File: src/rtl/msg_deser_pkg.sv
package msg_deser_pkg;

  localparam int TYPE_W    = 5;
  localparam int BYTE_W    = 8;
  localparam int CNT_W     = 4;
  localparam int HDR_BEATS = 2;
  localparam int VID_BYTES = 2;
  localparam int PAY_BYTES = 4;
  localparam int SIX_LEN   = HDR_BEATS + PAY_BYTES;
  localparam int VND_SHORT = HDR_BEATS + VID_BYTES;
  localparam int VND_LONG  = VND_SHORT + PAY_BYTES;

  typedef enum logic [1:0] {
    CLS_SHORT,
    CLS_SIX,
    CLS_VEND,
    CLS_UNK
  } msg_cls_e;

  function automatic msg_cls_e classify(input logic [TYPE_W-1:0] t);
    msg_cls_e c;
    if (t <= TYPE_W'(14) || t == TYPE_W'(18)) c = CLS_SHORT;
    else if (t == TYPE_W'(15) || t == TYPE_W'(16)) c = CLS_SIX;
    else if (t == TYPE_W'(19) || t == TYPE_W'(20)) c = CLS_VEND;
    else c = CLS_UNK;
    return c;
  endfunction

endpackage

File: src/rtl/msg_run_track.sv
module msg_run_track
  import msg_deser_pkg::*;
#(
  parameter int T_W = TYPE_W,
  parameter int C_W = CNT_W
) (
  input  logic           clk,
  input  logic           rst_n,
  input  logic           vld,
  input  logic [T_W-1:0] type_in,
  output logic           first_beat,
  output logic           run_end,
  output logic [C_W-1:0] beat_idx,
  output logic [C_W-1:0] beat_cnt,
  output logic [T_W-1:0] run_type,
  output logic           type_mism
);

  logic           in_run_q, in_run_d;
  logic [C_W-1:0] cnt_q, cnt_d;
  logic [T_W-1:0] type_q, type_d;
  logic           mism_q, mism_d;
  logic           en;

  always_comb begin
    first_beat = vld & ~in_run_q;
    run_end    = ~vld & in_run_q;
    if (first_beat)           beat_idx = C_W'(1);
    else if (&cnt_q)          beat_idx = cnt_q;
    else                      beat_idx = cnt_q + C_W'(1);
    run_type  = first_beat ? type_in : type_q;
    beat_cnt  = cnt_q;
    type_mism = mism_q;
  end

  always_comb begin
    en       = vld | in_run_q;
    in_run_d = vld;
    cnt_d    = vld ? beat_idx : cnt_q;
    type_d   = run_type;
    if (first_beat)  mism_d = 1'b0;
    else if (vld)    mism_d = mism_q | (type_in != type_q);
    else             mism_d = mism_q;
  end

  always_ff @(posedge clk or negedge rst_n) begin
    if (!rst_n) begin
      in_run_q <= 1'b0;
      cnt_q    <= '0;
      type_q   <= '0;
      mism_q   <= 1'b0;
    end else if (en) begin
      in_run_q <= in_run_d;
      cnt_q    <= cnt_d;
      type_q   <= type_d;
      mism_q   <= mism_d;
    end
  end

endmodule

File: src/rtl/msg_field_asm.sv
module msg_field_asm
  import msg_deser_pkg::*;
#(
  parameter int B_W = BYTE_W,
  parameter int C_W = CNT_W,
  localparam int RID_W = HDR_BEATS * B_W,
  localparam int VID_W = VID_BYTES * B_W,
  localparam int PAY_W = PAY_BYTES * B_W
) (
  input  logic             clk,
  input  logic             rst_n,
  input  logic             vld,
  input  logic             first_beat,
  input  logic [C_W-1:0]   beat_idx,
  input  msg_cls_e         cls,
  input  logic [B_W-1:0]   data,
  output logic [RID_W-1:0] rid,
  output logic [VID_W-1:0] vid,
  output logic [PAY_W-1:0] pay
);

  logic [RID_W-1:0] rid_q, rid_d;
  logic [VID_W-1:0] vid_q, vid_d;
  logic [PAY_W-1:0] pay_q, pay_d;

  always_comb begin
    rid_d = first_beat ? '0 : rid_q;
    vid_d = first_beat ? '0 : vid_q;
    pay_d = first_beat ? '0 : pay_q;
    if (vld) begin
      for (int h = 0; h < HDR_BEATS; h++) begin
        if (beat_idx == C_W'(h + 1))
          rid_d[(HDR_BEATS-1-h)*B_W +: B_W] = data;
      end
      for (int v = 0; v < VID_BYTES; v++) begin
        if (cls == CLS_VEND && beat_idx == C_W'(HDR_BEATS + 1 + v))
          vid_d[v*B_W +: B_W] = data;
      end
      for (int p = 0; p < PAY_BYTES; p++) begin
        if (cls == CLS_SIX && beat_idx == C_W'(HDR_BEATS + 1 + p))
          pay_d[p*B_W +: B_W] = data;
        if (cls == CLS_VEND && beat_idx == C_W'(VND_SHORT + 1 + p))
          pay_d[p*B_W +: B_W] = data;
      end
    end
  end

  always_ff @(posedge clk or negedge rst_n) begin
    if (!rst_n) begin
      rid_q <= '0;
      vid_q <= '0;
      pay_q <= '0;
    end else if (vld) begin
      rid_q <= rid_d;
      vid_q <= vid_d;
      pay_q <= pay_d;
    end
  end

  assign rid = rid_q;
  assign vid = vid_q;
  assign pay = pay_q;

endmodule

File: src/rtl/msg_frame_chk.sv
module msg_frame_chk
  import msg_deser_pkg::*;
#(
  parameter int C_W = CNT_W
) (
  input  msg_cls_e       cls,
  input  logic [C_W-1:0] beat_cnt,
  input  logic           type_mism,
  output logic           good,
  output logic           len_bad,
  output logic           unk,
  output logic           has_data
);

  logic len_ok;

  always_comb begin
    unique case (cls)
      CLS_SHORT: len_ok = (beat_cnt == C_W'(HDR_BEATS));
      CLS_SIX:   len_ok = (beat_cnt == C_W'(SIX_LEN));
      CLS_VEND:  len_ok = (beat_cnt == C_W'(VND_SHORT)) ||
                          (beat_cnt == C_W'(VND_LONG));
      default:   len_ok = 1'b0;
    endcase
    unk      = (cls == CLS_UNK);
    len_bad  = ~unk & (type_mism | ~len_ok);
    good     = ~unk & ~type_mism & len_ok;
    has_data = (cls == CLS_VEND) && (beat_cnt == C_W'(VND_LONG));
  end

endmodule

File: src/rtl/msg_deser.sv
module msg_deser
  import msg_deser_pkg::*;
#(
  parameter int T_W = TYPE_W,
  parameter int B_W = BYTE_W,
  parameter int C_W = CNT_W,
  localparam int RID_W = HDR_BEATS * B_W,
  localparam int VID_W = VID_BYTES * B_W,
  localparam int PAY_W = PAY_BYTES * B_W
) (
  input  logic             clk,
  input  logic             rst_n,
  input  logic             rx_vld,
  input  logic [T_W-1:0]   rx_type,
  input  logic [B_W-1:0]   rx_data,
  output logic             rec_done,
  output logic [T_W-1:0]   rec_type,
  output logic [RID_W-1:0] rec_reqid,
  output logic [VID_W-1:0] rec_vendid,
  output logic [PAY_W-1:0] rec_payload,
  output logic             rec_has_data,
  output logic             len_err,
  output logic             unk_err
);

  logic             first_beat, run_end;
  logic [C_W-1:0]   beat_idx, beat_cnt;
  logic [T_W-1:0]   run_type;
  logic             type_mism;
  msg_cls_e         cls;
  logic [RID_W-1:0] stg_rid;
  logic [VID_W-1:0] stg_vid;
  logic [PAY_W-1:0] stg_pay;
  logic             f_good, f_len, f_unk, f_data;

  msg_run_track #(.T_W(T_W), .C_W(C_W)) u_track (
    .clk        (clk),
    .rst_n      (rst_n),
    .vld        (rx_vld),
    .type_in    (rx_type),
    .first_beat (first_beat),
    .run_end    (run_end),
    .beat_idx   (beat_idx),
    .beat_cnt   (beat_cnt),
    .run_type   (run_type),
    .type_mism  (type_mism)
  );

  assign cls = classify(run_type);

  msg_field_asm #(.B_W(B_W), .C_W(C_W)) u_asm (
    .clk        (clk),
    .rst_n      (rst_n),
    .vld        (rx_vld),
    .first_beat (first_beat),
    .beat_idx   (beat_idx),
    .cls        (cls),
    .data       (rx_data),
    .rid        (stg_rid),
    .vid        (stg_vid),
    .pay        (stg_pay)
  );

  msg_frame_chk #(.C_W(C_W)) u_frame (
    .cls       (cls),
    .beat_cnt  (beat_cnt),
    .type_mism (type_mism),
    .good      (f_good),
    .len_bad   (f_len),
    .unk       (f_unk),
    .has_data  (f_data)
  );

  logic done_q, done_d, len_q, len_d, unk_q, unk_d;
  logic [T_W-1:0]   type_q;
  logic [RID_W-1:0] rid_q;
  logic [VID_W-1:0] vid_q;
  logic [PAY_W-1:0] pay_q;
  logic             hd_q;

  always_comb begin
    done_d = run_end & f_good;
    len_d  = run_end & f_len;
    unk_d  = run_end & f_unk;
  end

  always_ff @(posedge clk or negedge rst_n) begin
    if (!rst_n) begin
      done_q <= 1'b0;
      len_q  <= 1'b0;
      unk_q  <= 1'b0;
    end else begin
      done_q <= done_d;
      len_q  <= len_d;
      unk_q  <= unk_d;
    end
  end

  always_ff @(posedge clk or negedge rst_n) begin
    if (!rst_n) begin
      type_q <= '0;
      rid_q  <= '0;
      vid_q  <= '0;
      pay_q  <= '0;
      hd_q   <= 1'b0;
    end else if (done_d) begin
      type_q <= run_type;
      rid_q  <= stg_rid;
      vid_q  <= stg_vid;
      pay_q  <= stg_pay;
      hd_q   <= f_data;
    end
  end

  assign rec_done     = done_q;
  assign len_err      = len_q;
  assign unk_err      = unk_q;
  assign rec_type     = type_q;
  assign rec_reqid    = rid_q;
  assign rec_vendid   = vid_q;
  assign rec_payload  = pay_q;
  assign rec_has_data = hd_q;

endmodule

File: config.mk
export PLATFORM = sky130hd
export DESIGN_NAME = msg_deser
export DESIGN_NICKNAME = d
export VERILOG_FILES = /design/src/rtl/msg_deser_pkg.sv /design/src/rtl/msg_run_track.sv /design/src/rtl/msg_field_asm.sv /design/src/rtl/msg_frame_chk.sv /design/src/rtl/msg_deser.sv
export SDC_FILE = /design/constraint.sdc
export NUM_CORES = 1
export LEC_CHECK = 0
export ABC_AREA = 1
export ABC_CLOCK_PERIOD_IN_PS = 5850
export BUFFER_PORTS_ARGS = -buffer_cell sky130_fd_sc_hd__buf_2
export CORE_AREA = 2 2 111 113
export CTS_CLUSTER_DIAMETER = 120
export DETAILED_ROUTE_END_ITERATION = 7
export DIE_AREA = 0 0 113 115
export PLACE_DENSITY_LB_ADDON = 0.25
export SYNTH_ARGS = -nofsm -noshare
export SYNTH_HDL_FRONTEND = slang
export SYNTH_SLANG_ARGS = --single-unit
File: constraint.sdc
create_clock -name clk -period 5.85 [get_ports clk]
set_input_delay 0.585 -clock clk [delete_from_list [all_inputs] [get_ports clk]]
set_output_delay 0.585 -clock clk [all_outputs]
set_load 0.1 [all_outputs]
# Word-level counts from Yosys, hierarchy flattened
# Index checks and enable logic that the tools add are counted.
# word_totals
register_bits	148
latchBits	0
ramBits	0
mem_bits_ro	0
in_bits	16
output_inout_bits	73
wordCells	118
memories	0
# classes
n_addsub	1
n_mul	0
n_div	0
magnitude_cmp	1
eq_ne	21
shifts	0
muxes	23
bitwise_logic	16
reduce_logical	36
# op_table
operator	n
$mux 8	12
$mux 32	1
$eq 4x3->1 const B	6
$eq 5x5->1 const B	4
$reduce_and 2->1	10
$mux 16	1
$eq 4x2->1 const B	3
$reduce_bool 3->1	4
$logic_and 1x1->1	11
$reduce_bool 2->1	5
$and 1x1->1	8
$eq 4x4->1 const B	2
$mux 4	2
$eq 5x4->1 const B	1
$le 5x4->1 const B	1
$mux 5	1
$ne 5x5->1	1
$not 1->1	5
$add 4x1->4 const B	1
$eq 2x2->1 const B	2
$eq 4x1->1 const B	1
$logic_or 1x1->1	4
$mux 2	2
$reduce_and 4->1	1
other kinds (5)	9

# Depth between registers and ports, before layout
# Gate-level depths: netlist (run 1).
# depth
word_depth	14
mapped_depth	16

# Cells and area by module
# Synthesis (run 1) repeated with hierarchy kept, for this count alone.
# hier_totals
hier_cells	761
area_unflattened_um2	6522.5
# by_module_without_submodules
mod	n_inst	cells_each	area_per_inst_um2	seq_area_each_um2
msg_field_asm	1	325	2942.8	1601.5
msg_deser	1	319	2819.0	1826.8
msg_run_track	1	90	649.4	275.3
msg_frame_chk	1	27	111.4	0.0

# Worst setup path after synthesis (run 1)
# OpenSTA, ideal clock, no wires.
# synth_path
kind	register to register
start	register u_track.cnt_q[0] (netlist: u_track.beat_cnt[0])
end	register u_asm.vid_q[0] (netlist: u_asm.vid[0])
arrival_ps	1971
required_time_ps	5704
slack_ps	3733
stages_incl_launch_ff	10
n_path_buf	0
period_less_slack_ps	2117
path_cell_list	dfrtp_1 -> ha_1 -> nand3_1 -> o21ai_0 -> a21oi_4 -> nand2_1 -> nor2_1 -> nand2_2 -> a21oi_1 -> o22ai_1
# synth_between
elab_chain_cells	7
# synth_rtl
element	line_no	rtl
start, declared	msg_run_track.sv:20	logic [C_W-1:0] cnt_q, cnt_d;
start signal, assigned	msg_run_track.sv:54	cnt_q <= cnt_d;
$add 4x1->4 / $reduce_and 4->1 (equally long branches)	msg_run_track.sv:30, msg_run_track.sv:29	
$mux 4 (*)	msg_run_track.sv:29	else if (&cnt_q) beat_idx = cnt_q;
$mux 4 (*)	msg_run_track.sv:28	if (first_beat) beat_idx = C_W'(1);
$eq 4x2->1 (*)	msg_field_asm.sv:36	if (cls == CLS_VEND && beat_idx == C_W'(HDR_BEATS + 1 + v))
$logic_and 1x1->1 (*)	msg_field_asm.sv:36	
$reduce_bool 2->1 (no source line)	--	
$reduce_and 2->1 (no source line)	--	
end signal, assigned	msg_field_asm.sv:55	vid_q <= vid_d;
end, declared	msg_field_asm.sv:23	logic [VID_W-1:0] vid_q, vid_d;
# Every way passes the cells marked *; elsewhere a longest branch is shown, timed or not.
# A chain may end at the register's enable or synchronous reset.

# Worst setup path in the final report (run 1)
# layout_path
start	input port rx_vld
end	register pay_q[9] (netlist: rec_payload[9])
# layout_between
elab_chain_cells	12
# layout_rtl
element	line_no	rtl
start, declared	msg_deser.sv:13	input logic rx_vld,
branches (longest 11 deep; another with $le 5x4->1)	--	
$and 1x1->1 (*)	msg_deser.sv:82	done_d = run_end & f_good;
end signal, assigned	msg_deser.sv:110	pay_q <= stg_pay;
end, declared	msg_deser.sv:78	logic [PAY_W-1:0] pay_q;
# Every way passes the cells marked *.

==> results of run 1 <==
==> final cells by class <==
class / instances / area (um2) / area share (%)
repair buffers: 93 / 484 / 6.51
flip-flops and latches: 148 / 3700 / 49.8
well taps: 147 / 184 / 2.47
clock inverters: 9 / 125 / 1.68
multi-input cells: 500 / 2270 / 30.6
inverters: 46 / 173 / 2.32
clock buffers: 22 / 494 / 6.64
==> power by group <==
group / internal (mW) / leakage [nW] / total [mW] / switching [mW]
Combinational: 0.131 / 1.91 / 0.830 / 0.699
Clock: 0.722 / 0.304 / 1.12 / 0.400
Sequential: 1.15 / 2.02 / 1.23 / 0.0780
Total: 2.00 / 4.23 / 3.18 / 1.18
==> critical path, delay by kind of cell <==
kind            cells  cell delay [ns]
compound gates      2             0.38
buf+inv             2             0.94
simple gates        9             1.64
==> worst paths after layout <==
check                                                   from                    endpoint  slack, ns
worst max-delay path                                  rx_vld  rec_payload[9]$_DFFE_PN0P_       2.58
worst min-delay path                                   rst_n    rec_reqid[4]$_DFFE_PN0P_       0.24
worst max register to register  u_track.in_run_q$_DFFE_PN0N_  rec_payload[9]$_DFFE_PN0P_       2.59
worst min register to register      rec_reqid[3]$_DFFE_PN0P_    rec_reqid[3]$_DFFE_PN0P_       0.46
max in group asynchronous                              rst_n    u_asm.vid[8]$_DFFE_PN0P_       4.37
min in group clk                    rec_reqid[3]$_DFFE_PN0P_    rec_reqid[3]$_DFFE_PN0P_       0.46
==> layout by cell type, fill, tap and decap left out <==
cell,count
nand2_1,313
dfrtp_1,148
buf_2,87
nand4_1,72
inv_1,44
o21ai_0,37
nand3_1,19
nor2_1,17
clkbuf_16,17
o22ai_1,11
nand2_2,7
o21ai_1,5
clkbuf_8,5
buf_4,5
nor3_1,4
clkinv_2,4
a21oi_1,3
ha_1,3
bufinv_16,3
inv_2,2
a21oi_4,2
clkinvlp_4,2
nor2_4,1
o21ai_2,1
nand3_2,1
a21boi_0,1
xnor2_1,1
o211ai_1,1
o41ai_1,1
buf_6,1
==> Yosys cell counts, types with 4 or more instances <==
cell type,instances
nand4_1,72
nand2_2,7
nand2_1,313
o21ai_1,5
dfrtp_1,148
nor3_1,4
nand3_1,19
o21ai_0,37
nor2_1,18
buf_2,15
inv_1,44
o22ai_1,11
clkbuf_1,17
==> logic make-up (layout without fill, tap and decap cells) <==
| kind of cell | count (synthesis) | after routing | synth area share [%] |
|---|---|---|---|
| AO/OA/AOI/OAI | 62 | 62 | 5.69 |
| XOR/XNOR | 1 | 1 | 0.139 |
| adder cells (fa/ha/maj) | 3 | 3 | 0.595 |
| buffers and inverters | 82 | 170 | 5.41 |
| flip-flops | 148 | 148 | 58.7 |
| AND/OR/NAND/NOR | 434 | 434 | 29.5 |
==> per-layer routing <==
metal | routed length [um] | track usage (%)
met5 | 0 | 0
met4 | 310 | 9.19
met3 | 972 | 6.43
met2 | 6880 | 35.4
met1 | 6850 | 34.9
==> stage by stage <==
| stage | cells | hold slack, ns | instance area [um2] | power [mW] | worst slack (ns) |
|---|---|---|---|---|---|
| final | 965 | 0.244 | 7440 | 3.18 | 2.58 |
| after global routing | 965 | 0.316 | 7440 | 3.31 | 2.12 |
| after CTS | 965 | 0.281 | 7440 | 3.19 | 2.58 |
| after detailed placement | 934 | 0.454 | 6820 | 2.07 | 2.14 |
| after global placement | 934 | 0.451 | 6820 | 2.05 | 2.32 |
| after floorplan | 730 | 0.289 | 6310 | 1.90 | 3.73 |
==> state kept, by name (all words and copies together) (netlist names) <==
register,cells
len_err,1
u_asm.vid,16
rec_done,1
unk_err,1
rec_payload,32
rec_vendid,16
rec_has_data,1
u_track.in_run_q,1
u_track.type_q,5
u_asm.rid,16
rec_type,5
rec_reqid,16
u_asm.pay,32
u_track.beat_cnt,4
u_track.type_mism,1
==> flow_summary.json, run 1 <==
{
  "post_cts_buffers": 0,
  "max-slew-margin-rel_pct": 45.3,
  "final_antenna_net_count": 0,
  "worst_ep_required_time_ns": 6.15,
  "slew_viol_final": 0,
  "diodes": 0,
  "endpoint_kind": "flip-flop",
  "initial_utilization_pct": 53.4,
  "worst_ep_arrival_time_ns": 3.57,
  "grt_overflow": 0,
  "io_pins": 89,
  "ys_types": 25,
  "rsz0062_at_grt": "no",
  "syn2layout_area_growth_pct": 17.8,
  "vias": 5287,
  "critPathSlowestCell": "buf_4",
  "die_area_um2": 13000,
  "finalCriticalPeriod_ns": 3.27,
  "dr.pass1.iters": 7,
  "synth_top_area_share_pct": 58.7,
  "fin_worst_skew_ns": 0.0160,
  "htreeDepth": 4,
  "synth.cell_area_um2": 6310,
  "clock-sinks": 148,
  "io_buffers": 88,
  "tns_ns": 0,
  "cts_tree": "done",
  "wl_um": 15000,
  "crit_path_max_incr_delay_ns": 0.49,
  "via_per_inst": 5.48,
  "antenna_found_initial": 0,
  "grtUsageTotal_pct": 24.2,
  "drc_errors": 9,
  "grt_max_degree": 93,
  "fill_cells": 1011,
  "worst_pin_slew_ns": 0.821,
  "num_rows": 40,
  "synth_area_per_cell_um2": 8.65,
  "grt_pass1_vias": 4952,
  "synth-edff-count": 0,
  "ys_warn_count": 0,
  "ir_worst_vdd_mv": 0.302,
  "synth_top_cell_by_area": "dfrtp_1",
  "syn_inst": 730,
  "cts-root-buf": "clkbuf_16",
  "finalSetupViolCount": 0,
  "die_y_um": 115,
  "synth_nets": 749,
  "final_core_util_pct": 63.0,
  "die_x_um": 113,
  "hp-class": "in2async",
  "maxCapViolations": 0,
  "cp-start-kind": "input pin",
  "crit_fanout": 41,
  "synth_seq_cells": 148,
  "path_clk_slew_ns": 0.06,
  "grt_first_pass_wirelength_um": 24800,
  "path_common_cell": "nand2_1",
  "dpl.hpwl_um": 9780,
  "clockBufferDepth": 2,
  "fmax_mhz": 306,
  "ys_seq_area_share_pct": 58.7,
  "cts_hold_buf": 0,
  "drive_gt1_share_pct": 16.9,
  "ys.flop_type": "dfrtp_1",
  "violations": "DRC",
  "cp_cell_sequence": "buf_2 > nand2_2 > nand2_1 > nand2_1 > nor2_1 > nand2_1 > a21oi_4 > o21ai_1 > nand2_2 > nand3_2 > buf_4 > nand2_1 > nand2_1",
  "path_class": "in2reg",
  "numCtsBuffers": 17,
  "insertion_delay_ns": 0.42,
  "outcome": "finished, violations left",
  "hold_viol_final": 0,
  "synth_area_leaders": "dfrtp_1 (59%), nand2_1 (19%), nand4_1 (7.1%)",
  "leakage_nw": 4.23,
  "final_nets": 825,
  "period_share_pct": 55.9,
  "core_area_um2": 11800,
  "cts.repair.resized": 0,
  "gp_congestion": 0.936,
  "rr_worst_depth": 13,
  "wl_per_cell_um": 15.6,
  "drt_iter0_drc": 413,
  "p_per_area_nw_per_um2": 427,
  "async_flop_share_pct": 100
}
Note: power is estimated with default switching activity, not from simulation.
==> inputs of run 2 (changes only) <==
- ABC_AREA: 1 -> 0
- ABC_CLOCK_PERIOD_IN_PS: 5850 -> 3100
- CORE_AREA: 2 2 111 113 -> 2 2 112 114
- DIE_AREA: 0 0 113 115 -> 0 0 114 116
- clock period: 5.85 -> 3.1 ns (I/O delays scaled with it)
==> run 2 against run 1 <==
  * The flow now finishes without violations
  * Sequential power is 76% higher
  * Worst hold slack worse by 0.015 ns
  * Die area is 1.8% higher
  * Global-route usage is 1.7 points lower
  * Total power is 67% higher
  * Core utilization is 1.6 points higher
  * Count of clock-buffer cells in the layout is 3 lower
  * Via count is 22% lower
  * Synthesized cell count is 37% lower
==> flow_summary.json, run 2 <==
{
  "outcome": "completed",
  "hp-class": "in2reg",
  "initial_utilization_pct": 54.4,
  "synth_top_cell_by_area": "dfrtp_1",
  "crit_path_max_incr_delay_ns": 0.44,
  "crit_fanout": 39,
  "met2_usage_pct": 34.2,
  "insertion_delay_ns": 0.43,
  "path_clk_slew_ns": 0.06,
  "fin_area_um2": 7690,
  "synth_nets": 479,
  "synthMuxAreaShare_pct": 17.1,
  "hold_viol_final": 0,
  "r2r-end": "rec_reqid[7]$_DFFE_PN0P_",
  "synthTopCellsByCount": "dfrtp_1 (148), mux2_4 (68), a22o_1 (32), nand2_1 (26), o2bb2ai_1 (25)",
  "core_area_um2": 11900,
  "ir_worst_vdd_mv": 0.340,
  "cts-root-buf": "clkbuf_16",
  "finalCriticalPeriod_ns": 2.95,
  "final_antenna_net_count": 0,
  "busiest_layer": "met2",
  "drive_gt1_share_pct": 37.8,
  "syn2layout_area_growth_pct": 18.8,
  "grt_pass1_vias": 4182,
  "synth_simple_gate_area_share_pct": 6.63,
  "via_per_inst": 5.71,
  "place_area_um2": 7030,
  "ys_seq_area_share_pct": 57.2,
  "hold_depth": 3,
  "final_nets": 578,
  "synthAdderAreaFrac_pct": 0.580,
  "leakage_nw": 3.81,
  "num_rows": 40,
  "dp_cells": 686,
  "crit-reg2reg-launch": "u_track.in_run_q$_DFFE_PN0N_",
  "hold-path-endpoint": "u_asm.vid[14]$_DFFE_PN0P_",
  "synth_area_leaders": "dfrtp_1 (57%), mux2_4 (16%), a22o_1 (4.3%)",
  "ys_types": 53,
  "drt_iter0_drc": 279,
  "synth.cell_area_um2": 6470,
  "min-delay-start": "rx_data[6]",
  "met3_usage_pct": 5.02,
  "power_mw": 5.31,
  "drc_errors": 0,
  "die_area_um2": 13200,
  "final_cell_mix": "dfrtp_1 (148), buf_2 (87), mux2_4 (68), a22o_1 (32), nand2_1 (26)",
  "wl_per_cell_um": 19.5,
  "p_per_area_nw_per_um2": 690,
  "synth.most_common_cell": "dfrtp_1",
  "reg2reg_slack_ns": 0.15,
  "diodes": 0,
  "cp-start-kind": "flip-flop",
  "grtUsageTotal_pct": 22.5,
  "dpl.hpwl_um": 9170,
  "use_met1_pct": 31.1,
  "fill_cells": 925,
  "die_x_um": 114,
  "finalWorstSetupSlack_ns": 0.153,
  "maxCapViolations": 0,
  "synth-xor-area-share_pct": 1.08,
  "crit_cells": 8,
  "max-slew-margin-rel_pct": 46.9,
  "cp.buffers_inverters": 1,
  "rr_worst_depth": 8,
  "io_pins": 89,
  "cp_cell_sequence": "nor2b_1 > mux2i_1 > and3_1 > or2_2 > a41oi_4 > a21oi_4 > buf_12 > mux2_4",
  "period_share_pct": 95.1,
  "worst_ep_arrival_time_ns": 3.25,
  "synth_top_family_by_area": "multiplexers",
  "post_cts_buffers": 0,
  "final_common_cell": "dfrtp_1",
  "slew_viol_final": 0,
  "synth_seq_cells": 148,
  "endpoint_kind": "flip-flop",
  "place_ws_ns": 0.157,
  "die_y_um": 116,
  "antenna_found_initial": 0,
  "htreeDepth": 4,
  "ys.flop_type": "dfrtp_1",
  "synth-edff-count": 0,
  "synth_top_area_share_pct": 57.2,
  "synth_area_per_cell_um2": 14.1,
  "async_flop_share_pct": 100,
  "wl_um": 14000,
  "worst_ep_required_time_ns": 3.41,
  "fmax_mhz": 339,
  "finalSetupViolCount": 0,
  "worst_pin_slew_ns": 0.793,
  "critPathSlowestCell": "dfrtp_1",
  "numCtsBuffers": 17,
  "final_cells": 719,
  "synth-compound-area-share_pct": 12.9,
  "clockBufferDepth": 2,
  "grt_first_pass_wirelength_um": 22500,
  "path_class": "reg2reg",
  "io_buffers": 88,
  "cts_tree": "done",
  "gp_congestion": 0.922,
  "crit_family": "simple AND/OR/NAND/NOR gates",
  "grt_overflow": 0,
  "fin_worst_skew_ns": 0.0107,
  "clock-sinks": 148,
  "vias": 4102,
  "syn_inst": 460,
  "grt_max_degree": 90,
  "ys_warn_count": 0,
  "dr.pass1.iters": 5
}
run 2: kinds of logic after synthesis:
| kind of cell | Yosys count |
|---|---|
| xor+xnor | 8 |
| mux | 75 |
| fa+ha+maj | 3 |
| simple gates | 77 |
| compound gates | 105 |
| buf+inv | 44 |
| flops | 148 |
run 2: metrics by stage:
stage / hold WS [ns] / util, % / setup TNS, ns
finish: 0.230 / 64.6 / 0
global route: 0.237 / 64.6 / -0.0269
CTS: 0.218 / 64.5 / 0
detailed placement: 0.321 / 59.1 / 0
global placement: 0.315 / 59.1 / 0
floorplan: 0.0144 / - / 0
run 2: area by class of cell:
| cell class | instances | area (um2) | share of cell area [%] |
|---|---|---|---|
| clock inverter | 13 | 196 | 2.55 |
| inverter | 21 | 78.8 | 1.03 |
| clock buffer | 19 | 443 | 5.76 |
| multi-input combinational | 268 | 2480 | 32.3 |
| timing repair buffer | 103 | 599 | 7.79 |
| sequential | 148 | 3700 | 48.2 |
| tap | 147 | 184 | 2.39 |
run 2: tightest hold or removal path, delay by kind of cell:
family	cells	cell delay (ns)
compound gates	1	0.07
simple gates	1	0.12
buf+inv	1	0.11
run 2: how the worst max path moves through the flow:
stage                                       from                         end
global placement    u_track.in_run_q$_DFFE_PN0N_   rec_reqid[14]$_DFFE_PN0P_
global route        u_track.in_run_q$_DFFE_PN0N_    rec_reqid[7]$_DFFE_PN0P_
detailed placement  u_track.in_run_q$_DFFE_PN0N_   rec_reqid[10]$_DFFE_PN0P_
floorplan           u_track.in_run_q$_DFFE_PN0N_  rec_payload[0]$_DFFE_PN0P_
CTS                 u_track.in_run_q$_DFFE_PN0N_    rec_reqid[4]$_DFFE_PN0P_
finish              u_track.in_run_q$_DFFE_PN0N_    rec_reqid[7]$_DFFE_PN0P_
run 2: per-layer routing:
metal | vias up | wire [um]
met5 | - | 0
li1 | 1871 | -
met4 | 0 | 265
met2 | 129 | 6650
met1 | 2080 | 6410
met3 | 22 | 661
run 2: timing repair:
| item | 4_1_cts | 5_1_grt |
|---|---|---|
| setup endpoints to repair | 0 | 77 |
| gates resized for setup | 0 | 2 |
| hold endpoints to repair | 59 | 0 |
| hold buffers | 1 | 0 |
run 2: power breakdown:
group          switching, mW  internal, mW  total [mW]
combinational          0.678         0.245       0.922
clock                  0.836          1.38        2.22
sequential             0.106          2.06        2.17
total                   1.62          3.69        5.31
==> inputs of run 3 (changes only) <==
- SYNTH_HIERARCHICAL: not set -> 1
==> run 3 against run 2 <==
  * Worst hold slack got worse by 0.079 ns
  * Highest routed layer unchanged
  * Non-clock buffer count is 7 higher
  * Critical endpoint unchanged
  * Combinational power increased by 26%
  * Worst setup slack better by 0.011 ns
  * Total power up 8.2%
  * Critical path depth is 5 higher
  * Largest cell class unchanged
  * Sequential power increased by 7%
  * Die area is the same
==> flow_summary.json, run 3 <==
{
  "p_sw_mw": 1.77,
  "worst_ep_arrival_time_ns": 3.23,
  "endpoint_kind": "flip-flop",
  "synthAdderAreaFrac_pct": 0.194,
  "fin_worst_skew_ns": 0.00786,
  "crit-reg2reg-launch": "u_track/in_run_q$_DFFE_PN0P_",
  "final_core_util_pct": 65.9,
  "numCtsBuffers": 17,
  "grtUsageTotal_pct": 21.8,
  "seq_power_share_pct": 40.3,
  "synthTopCellsByCount": "dfrtp_1 (148), nand2_1 (90), mux2i_1 (57), mux2_4 (39), mux2_2 (31)",
  "critPathCapture": "rec_reqid[7]$_DFFE_PN0P_",
  "synth-compound-area-share_pct": 3.83,
  "leakage_nw": 4.29,
  "synth_nets": 504,
  "wl_met1_um": 6640,
  "clockBufferDepth": 2,
  "vias": 4068,
  "path_class": "reg2reg",
  "grt_first_pass_wirelength_um": 22000,
  "grt_overflow": 0,
  "synth-xor-area-share_pct": 0.953,
  "met2WireLength_um": 6580,
  "drive_gt1_share_pct": 37.9,
  "die_x_um": 114,
  "synthMuxAreaShare_pct": 23.4,
  "diodes": 0,
  "gp_congestion": 0.815,
  "worst_pin_slew_ns": 0.705,
  "cts_tree": "done",
  "synth_area_per_cell_um2": 13.2,
  "drt_iter0_drc": 328,
  "met3_length_um": 527,
  "outcome": "completed",
  "synth.cell_area_um2": 6440,
  "ys_warn_count": 6,
  "r2r-end": "rec_reqid[7]$_DFFE_PN0P_",
  "crit_path_max_incr_delay_ns": 0.37,
  "finalSetupViolCount": 0,
  "syn2layout_area_growth_pct": 21.9,
  "path_clk_slew_ns": 0.06,
  "post_cts_buffers": 0,
  "synth_top_family_by_area": "multiplexers",
  "grt_max_degree": 77,
  "core_area_um2": 11900,
  "die_y_um": 116,
  "final_antenna_net_count": 0,
  "antenna_found_initial": 0,
  "synth.most_common_cell": "dfrtp_1",
  "reg2reg_slack_ns": 0.16,
  "cts-root-buf": "clkbuf_16",
  "wl_um": 13900,
  "combPwrFrac_pct": 20.2,
  "dr.pass1.iters": 4,
  "routed.top_layer": "met4",
  "maxCapViolations": 0,
  "drc_errors": 0,
  "hold_viol_final": 0,
  "hp-class": "in2reg",
  "intPower_mw": 3.98,
  "synth_top_cell_by_area": "dfrtp_1",
  "io_buffers": 88,
  "fill_cells": 891,
  "clock-sinks": 148,
  "cp-startpoint": "u_track/in_run_q$_DFFE_PN0P_",
  "synth_simple_gate_area_share_pct": 10.2,
  "rr_worst_depth": 13,
  "hold_ws_ns": 0.151,
  "synth_top_area_share_pct": 57.5,
  "ir_worst_vdd_mv": 0.440,
  "initial_utilization_pct": 54.0,
  "period_share_pct": 94.7,
  "p_sw_share_pct": 30.7,
  "insertion_delay_ns": 0.42,
  "htreeDepth": 4,
  "final_cell_mix": "dfrtp_1 (148), nand2_1 (89), buf_2 (87), mux2i_1 (57), mux2_4 (39)",
  "ys_seq_area_share_pct": 57.5,
  "rsz0062_at_grt": "no",
  "worst_ep_required_time_ns": 3.40,
  "cp_cell_sequence": "nand2b_2 > inv_2 > nand2_1 > nand2_1 > or3b_1 > a32o_2 > nor4bb_2 > a31oi_1 > o32ai_2 > nand2_4 > clkinv_8 > clkbuf_16 > mux2_2",
  "via_per_inst": 5.41,
  "final_nets": 610,
  "crit_fanout": 11,
  "p_clk_share_pct": 39.4,
  "synth_seq_cells": 148,
  "synth-edff-count": 0,
  "dpl.hpwl_um": 9010,
  "syn_inst": 487,
  "tns_ns": 0,
  "num_rows": 40,
  "async_flop_share_pct": 100,
  "wl_per_cell_um": 18.5,
  "critPathSlowestCell": "dfrtp_1",
  "fmax_mhz": 341,
  "die_area_um2": 13200,
  "ys_types": 53,
  "grt_pass1_vias": 4165,
  "synth_area_leaders": "dfrtp_1 (58%), mux2_4 (9.1%), mux2i_1 (8.9%)",
  "finalCriticalPeriod_ns": 2.94,
  "cp-start-kind": "flip-flop",
  "slew_viol_final": 0,
  "p_per_area_nw_per_um2": 732,
  "max-slew-margin-rel_pct": 53.0,
  "io_pins": 89,
  "ys.flop_type": "dfrtp_1",
  "final_common_cell": "dfrtp_1",
  "path_common_cell": "nand2_1"
}
## run 3: cell types whose count changed after synthesis, moves of 3 or more
cell and delta:
mux2_2 +29, buf_12 -3, and2_1 -5, o31ai_1 -3, buf_4 +3, o22ai_1 -4
inv_1 -10, a22o_1 -31, nand2_1 +64, o2bb2ai_1 -25, mux2_4 -29, nand2b_1 -3
mux2i_1 +53, clkbuf_1 -5
## run 3: area by class of cell
cell class                 instances  area [um2]  area share (%)
multi-input combinational        304        2500            31.9
tap                              147         184            2.34
clock inverter                     8         171            2.18
sequential                       148        3700            47.2
clock buffer                      23         488            6.22
timing repair buffer             110         737            9.39
inverter                          12        57.6           0.734
## run 3: cell families after synthesis
group	Yosys count
DFF	148
buffers and inverters	35
xor gates and xnor gates	7
adders and majority gates	1
AOI/OAI and AO/OA	35
and+or+nand+nor	134
muxes	127
## run 3: layer usage
layer | vias up | GRT usage [%]
li1 | 1898 | -
met1 | 2051 | 30.5
met2 | 106 | 34.7
met3 | 13 | 4.92
met4 | 0 | 6.34
met5 | - | 0
## run 3: power by group through the flow
stage / Clock, mW / Sequential, mW / Combinational [mW]
global route: 2.38 / 2.34 / 1.23
detailed placement: 0 / 2.34 / 1.15
global placement: 0 / 2.33 / 1.12
CTS: 2.29 / 2.32 / 1.16
floorplan: 0 / 2.81 / 0.406
finish: 2.26 / 2.32 / 1.16
## run 3: what timing repair did
item / CTS / global route
setup endpoints to repair: 0 / 71
resized for setup: 0 / 9
hold buffers: 1 / 0
endpoints found under the hold margin: 74 / 0
## run 3: critical path, delay by kind of cell, from the launching register on
kind / cells / cell delay (ns)
compound gates: 3 / 0.60
buf+inv: 3 / 0.39
flops: 1 / 0.37
mux: 1 / 0.33
simple gates: 6 / 1.12
## run 3: how the worst min path moves through the flow
| stage | startpoint | endpoint | slack [ns] | depth (start not counted) |
|---|---|---|---|---|
| after floorplan | rst_n | len_err$_DFF_PN0_ | 0.01 | 0 |
| after global placement | rst_n | rec_vendid[3]$_DFFE_PN0P_ | 0.37 | 1 |
| after detailed placement | rst_n | rec_vendid[1]$_DFFE_PN0P_ | 0.39 | 1 |
| after CTS | rx_type[3] | u_track/type_q[3]$_DFFE_PN0P_ | 0.13 | 3 |
| after global routing | rx_type[3] | u_track/type_q[3]$_DFFE_PN0P_ | 0.15 | 3 |
| final | rx_type[4] | u_track/type_q[4]$_DFFE_PN0P_ | 0.15 | 3 |
## run 3: metrics by stage
step | instance area (um2) | instances | power (mW) | setup WS, ns
6_report | 7850 | 752 | 5.74 | 0.165
5_1_grt | 7850 | 752 | 5.96 | 0.00559
4_1_cts | 7730 | 749 | 5.76 | 0.0471
3_5_place_dp | 7060 | 717 | 3.49 | 0.0637
3_3_place_gp | 7060 | 717 | 3.46 | 0.127
2_1_floorplan | 6440 | 487 | 3.21 | 0.0147
